--- src/rtl/hzc_pkg.sv ---
package hzc_pkg;

    localparam int OP_W    = 4;
    localparam int REG_W   = 4;
    localparam int NUM_STG = 4;
    localparam int STG_D   = 0;
    localparam int STG_E   = 1;
    localparam int STG_M   = 2;
    localparam int STG_W   = 3;

    typedef enum logic [OP_W-1:0] {
        OP_HALT  = 4'h0,
        OP_NOP   = 4'h1,
        OP_MOVE  = 4'h2,
        OP_STORE = 4'h4,
        OP_LOAD  = 4'h5,
        OP_ALU   = 4'h6,
        OP_JCC   = 4'h7,
        OP_CALL  = 4'h8,
        OP_RET   = 4'h9,
        OP_PUSH  = 4'hA,
        OP_POP   = 4'hB
    } op_e;

    localparam logic [REG_W-1:0] REG_NONE = '1;

    typedef struct packed {
        op_e              op;
        logic [REG_W-1:0] src_a;
        logic [REG_W-1:0] src_b;
        logic [REG_W-1:0] dst_m;
    } stage_t;

    localparam int STAGE_W = $bits(stage_t);

    localparam stage_t STAGE_NOP = '{op: OP_NOP, src_a: REG_NONE,
                                     src_b: REG_NONE, dst_m: REG_NONE};

    typedef struct packed {
        logic stall;
        logic bubble;
    } mode_t;

    localparam mode_t MODE_NORMAL = '{stall: 1'b0, bubble: 1'b0};

    // Operations that write a register with a value read from memory.
    function automatic logic writes_from_mem(input op_e op);
        return (op == OP_LOAD) || (op == OP_POP);
    endfunction

    // A destination matches a source only when it names a real register.
    function automatic logic reg_hit(input logic [REG_W-1:0] dst,
                                     input logic [REG_W-1:0] a,
                                     input logic [REG_W-1:0] b);
        return (dst != REG_NONE) && ((dst == a) || (dst == b));
    endfunction

endpackage

--- src/rtl/hzc_stage_reg.sv ---
module hzc_stage_reg #(
    parameter int             W       = 8,
    parameter logic [W-1:0]   NOP_VAL = '0
) (
    input  logic         clk,
    input  logic         rst,
    input  logic         stall,
    input  logic         bubble,
    input  logic [W-1:0] d,
    output logic [W-1:0] q
);

    always_ff @(posedge clk) begin
        if (rst || bubble) begin
            q <= NOP_VAL;
        end else if (!stall) begin
            q <= d;
        end
    end

endmodule

--- src/rtl/hzc_detect.sv ---
module hzc_detect
    import hzc_pkg::*;
(
    input  stage_t dec_s,
    input  stage_t exe_s,
    input  op_e    mem_op,
    input  logic   ex_cond,
    output logic   load_use,
    output logic   mispredict,
    output logic   ret_busy
);

    always_comb begin
        load_use   = writes_from_mem(exe_s.op) &&
                     reg_hit(exe_s.dst_m, dec_s.src_a, dec_s.src_b);
        mispredict = (exe_s.op == OP_JCC) && !ex_cond;
        ret_busy   = (dec_s.op == OP_RET) || (exe_s.op == OP_RET) ||
                     (mem_op == OP_RET);
    end

endmodule

--- src/rtl/hzc_resolve.sv ---
module hzc_resolve
    import hzc_pkg::*;
(
    input  logic  load_use,
    input  logic  mispredict,
    input  logic  ret_busy,
    output logic  f_stall,
    output mode_t d_mode,
    output mode_t e_mode,
    output logic  conflict
);

    always_comb begin
        // Fetch holds for a load/use stall or while a return is in flight.
        f_stall       = load_use || ret_busy;
        // Load/use takes precedence over the return bubble in decode.
        d_mode.stall  = load_use;
        d_mode.bubble = mispredict || (ret_busy && !load_use);
        e_mode.stall  = 1'b0;
        e_mode.bubble = mispredict || load_use;
        conflict      = (d_mode.stall && d_mode.bubble) ||
                        (e_mode.stall && e_mode.bubble);
    end

endmodule

--- src/rtl/hazard_ctl_unit.sv ---
module hazard_ctl_unit
    import hzc_pkg::*;
(
    input  logic       clk,
    input  logic       rst,
    input  logic [3:0] fet_op,
    input  logic [3:0] fet_src_a,
    input  logic [3:0] fet_src_b,
    input  logic [3:0] fet_dst_m,
    input  logic       ex_cond,
    output logic       stall_f,
    output logic       stall_d,
    output logic       bubble_d,
    output logic       bubble_e,
    output logic       ctl_error,
    output logic [3:0] dec_op,
    output logic [3:0] exe_op,
    output logic [3:0] mem_op,
    output logic [3:0] wb_op
);

    stage_t fetch_s;
    stage_t stg_d    [NUM_STG];
    stage_t stg_q    [NUM_STG];
    mode_t  stg_mode [NUM_STG];
    mode_t  d_mode;
    mode_t  e_mode;
    logic   load_use;
    logic   mispredict;
    logic   ret_busy;

    assign fetch_s = '{op: op_e'(fet_op), src_a: fet_src_a,
                       src_b: fet_src_b, dst_m: fet_dst_m};

    // Each stage register is fed by the stage before it.
    always_comb begin
        stg_d[0] = fetch_s;
        for (int i = 1; i < NUM_STG; i++) begin
            stg_d[i] = stg_q[i-1];
        end
    end

    // Only decode and execute take control; later stages always advance.
    always_comb begin
        for (int i = 0; i < NUM_STG; i++) begin
            stg_mode[i] = MODE_NORMAL;
        end
        stg_mode[STG_D] = d_mode;
        stg_mode[STG_E] = e_mode;
    end

    for (genvar g = 0; g < NUM_STG; g++) begin : g_stage
        logic [STAGE_W-1:0] q_vec;
        hzc_stage_reg #(
            .W       (STAGE_W),
            .NOP_VAL (STAGE_NOP)
        ) u_reg (
            .clk    (clk),
            .rst    (rst),
            .stall  (stg_mode[g].stall),
            .bubble (stg_mode[g].bubble),
            .d      (stg_d[g]),
            .q      (q_vec)
        );
        assign stg_q[g] = stage_t'(q_vec);
    end

    hzc_detect u_detect (
        .dec_s      (stg_q[STG_D]),
        .exe_s      (stg_q[STG_E]),
        .mem_op     (stg_q[STG_M].op),
        .ex_cond    (ex_cond),
        .load_use   (load_use),
        .mispredict (mispredict),
        .ret_busy   (ret_busy)
    );

    hzc_resolve u_resolve (
        .load_use   (load_use),
        .mispredict (mispredict),
        .ret_busy   (ret_busy),
        .f_stall    (stall_f),
        .d_mode     (d_mode),
        .e_mode     (e_mode),
        .conflict   (ctl_error)
    );

    assign stall_d  = d_mode.stall;
    assign bubble_d = d_mode.bubble;
    assign bubble_e = e_mode.bubble;
    assign dec_op   = stg_q[STG_D].op;
    assign exe_op   = stg_q[STG_E].op;
    assign mem_op   = stg_q[STG_M].op;
    assign wb_op    = stg_q[STG_W].op;

endmodule

--- config.mk ---
export PLATFORM = sky130hd
export DESIGN_NAME = hazard_ctl_unit
export DESIGN_NICKNAME = d
export VERILOG_FILES = /design/src/rtl/hzc_pkg.sv /design/src/rtl/hzc_stage_reg.sv /design/src/rtl/hzc_detect.sv /design/src/rtl/hzc_resolve.sv /design/src/rtl/hazard_ctl_unit.sv
export SDC_FILE = /design/constraint.sdc
export NUM_CORES = 1
export LEC_CHECK = 0
export BUFFER_PORTS_ARGS = -buffer_cell sky130_fd_sc_hd__buf_2
export CAP_MARGIN = 20
export CORE_MARGIN = 8
export CORE_UTILIZATION = 55
export CTS_CLUSTER_DIAMETER = 100
export CTS_CLUSTER_SIZE = 24
export DETAILED_ROUTE_END_ITERATION = 10
export PLACE_DENSITY = 0.83
export SYNTH_ARGS = -nofsm -noshare
export SYNTH_HDL_FRONTEND = slang
export SYNTH_SLANG_ARGS = --single-unit
--- constraint.sdc ---
create_clock -name clk -period 2.9 [get_ports clk]
set_input_delay 0.29 -clock clk [delete_from_list [all_inputs] [get_ports clk]]
set_output_delay 0.29 -clock clk [all_outputs]
set_load 0.01 [all_outputs]
==> results.yml <==
sta:
  min_period_ns: 2.132
  clock.fmax_mhz: 469.1
  fin_skew_ns: 0.005015
  period_share: 0.7351
  slew_viol_final: 0
  tightest_slew_ns: 0.5942
  setup_viol: 0
  rsz0062_at_grt: "no"
  fin_ws_ns: 0.7682
  finalHoldViolations: 0
  hold_ws_ns: 0.2176
  relSlewSlack: 0.6008
  setup_tns_ns: 0
synthesis:
  yosysWarningCount: 0
  synthesis.area_um2: 1436
  synth_xor_area_frac: 0.04878
  syn_nets: 158
  synth_top_area_frac: 0.4460
  synthSimpleGateAreaFrac: 0.2848
  syn_avg_cell_area_um2: 10.33
  synthTopCellsByArea: "dfxtp_1 (45%), mux2i_1 (11%), nor3_2 (7.0%)"
  synth_mux_area_frac: 0.1115
  synth_compound_gate_area_share: 0.02875
  synthAdderAreaFrac: 0
  synth_top_family_by_area: "simple AND/OR/NAND/NOR gates"
  ys_types: 29
  synth_seq_area_share: 0.4460
  yosysTopAreaCell: "dfxtp_1"
  synthCells: 139
  ys_ff_latch: 32
outcome:
  run_status: "finished clean"
die:
  core_area_um2: 2477
  fp.dieW_um: 67.11
  start_util: 0.5798
  die_h_um: 67.11
  die-area_um2: 4503
  io_pins: 40
  num_rows: 18
clock_tree:
  cts_hold_buf: 0
  clkSinkCount: 32
  cts_setup_buffers: 0
  insertion_delay_ns: 0.32
  cts-root-buf: "clkbuf_4"
  tritoncts: "done"
  clkTransAtPathRegs_ns: 0.09
  cts_buffers: 5
  h-tree-depth: 2
  post_cts_resized: 0
  cts_buffer_depth: 2
drt:
  drc: 0
  top_layer: "met4"
  routed-wl-met2_um: 1391
  drtPass1Iterations: 4
  wl_um: 2751
  post_drt_wl_per_cell_um: 13.69
  routed_via_density: 5.114
  initialDrtViolationCount: 45
  ant_nets: 0
  wl_met1_um: 1124
  wl_met3_um: 201
  via_count: 1028
pwr:
  ir_drop_v: 0.0003778
  power_density_nw_per_um2: 525.1
  leakagePower_nw: 0.6679
finish:
  final_nets: 190
  num_antenna_cells: 0
  top_register: "g_stage.u_reg.q"
  drive_above_1_share: 0.3567
  syn_to_final_growth_pct: 12.37
  largest_reg_flops: 32
  fillers: 215
  largest_registers: "g_stage.u_reg.q x32"
critical_path:
  crit_arrival_ns: 1.84
  r2r_cells: 5
  startpoint_type: "flop"
  cp_max_fo: 19
  cpMaxStageDelayCell: "dfxtp_1"
  worstPathRequired_ns: 2.61
  crit_end: "bubble_d"
  cp-startpoint: "g_stage[1].u_reg.q[13]"
  critPathMaxStageDelay_ns: 0.44
  end_kind: "output port"
  path_class: "reg2out"
  path_cells: "and3b_1, o211ai_1, a21oi_4, o21ai_0, buf_2"
  r2r_end: "g_stage[0].u_reg.q[0]"
  r2r_slack_ns: 1.11
  r2r-start: "g_stage[1].u_reg.q[13]"
placement:
  gp_congestion: 0.8536
  io_buffers: 38
  hpwl_um: 2109
  dp_worst_setup_slack_ns: 1.112
worst_hold_path:
  hold_path_class: "in2reg"
flow_run:
  drv_cap: 0
grt:
  grt_max_degree: 31
  antenna_found_initial: 0
  track_usage: 0.1357
  overflow: 0
  grt_pass1_wl_um: 4664
  grt_pass1_vias: 1040
## cells in the mapped netlist (all sizes together)
cell and count:
clkbuf 1, nor4bb 1, xnor2 8, nand3 3, mux2i 16, conb 1, nor3 14, and4bb 3
dfxtp 32, nand2 4, o211ai 1, buf 14, nand2b 6, or3 2, nor2b 6, nor2 13
nand4 3, a21oi 2, a21o 1, nor3b 4, and3b 1, or2 2, o21ai 1
## critical path, delay by kind of cell, from the launching register on
family / cells / cell delay, ns
AO/OA/AOI/OAI: 3 / 0.72
buffers and inverters: 1 / 0.16
flip-flops: 1 / 0.44
AND/OR/NAND/NOR: 1 / 0.19
## worst min path at each step
stage	startpoint	endpoint	slack, ns	depth (start not counted)
finish	fet_op[3]	g_stage[0].u_reg.q[15]	0.22	3
global route	fet_src_b[0]	g_stage[0].u_reg.q[4]	0.21	3
CTS	fet_op[2]	g_stage[0].u_reg.q[14]	0.21	3
detailed placement	g_stage[0].u_reg.q[2]	g_stage[1].u_reg.q[2]	0.42	2
global placement	g_stage[0].u_reg.q[1]	g_stage[1].u_reg.q[1]	0.42	2
floorplan	rst	g_stage[2].u_reg.q[13]	0.36	1
## metrics by stage
step / util / power [W] / std cells / area [um2]
2_1_floorplan: - / 0.0006007 / 139 / 1436
3_3_place_gp: 0.6328 / 0.0006282 / 194 / 1568
3_5_place_dp: 0.6328 / 0.0006334 / 194 / 1568
4_1_cts: 0.6515 / 0.0008579 / 201 / 1614
5_1_grt: 0.6515 / 0.0009018 / 201 / 1614
6_report: 0.6515 / 0.0008475 / 201 / 1614
## area by class of cell
| type | count | area, um2 | share of cell area |
|---|---|---|---|
| Sequential cell | 32 | 640.6 | 0.3969 |
| Clock inverter | 1 | 5.005 | 0.003101 |
| Timing Repair Buffer | 40 | 205.2 | 0.1271 |
| Tap cell | 30 | 37.54 | 0.02326 |
| Clock buffer | 6 | 41.29 | 0.02558 |
| Multi-Input combinational cell | 92 | 684.4 | 0.4240 |
## cell usage in the layout, fill, tap and decap left out
cell       n
nor3b_1    4
nor3_2    10
a21o_1     1
nor2b_1    6
o21ai_0    1
or3_1      1
nand2b_1   6
clkbuf_4   5
nor2_1    13
xnor2_1    8
dfxtp_1   32
clkbuf_1   1
nand4_1    3
and4bb_1   2
or2_2      2
nor4bb_1   1
conb_1     1
nand2_1    4
o211ai_1   1
nor3_1     4
a21oi_4    1
a21oi_1    1
and3b_1    1
nand3_1    3
mux2i_1   16
clkinv_2   1
buf_4      2
buf_2     38
and4bb_2   1
or3_4      1
## logic make-up (layout without fill, tap and decap cells)
kind of cell,after synthesis,in the layout
mux,16,16
xor+xnor,8,8
buf+inv,15,47
simple gates,62,62
other cells,1,1
compound gates,5,5
flops,32,32
## routing by layer
| metal | GRT usage | vias up |
|---|---|---|
| met2 | 0.2282 | 25 |
| li1 | - | 525 |
| met5 | 0 | - |
| met3 | 0.05537 | 5 |
| met1 | 0.1459 | 473 |
| met4 | 0.06266 | 0 |
## power breakdown
group,leakage [nW],internal [W],switching (W)
clock,0.0281,0.0000892,0.000137
sequential,0.264,0.000467,0.0000208
combinational,0.376,0.0000636,0.0000701
total,0.668,0.000619,0.000228
Note: power is estimated with default switching activity, not from simulation.
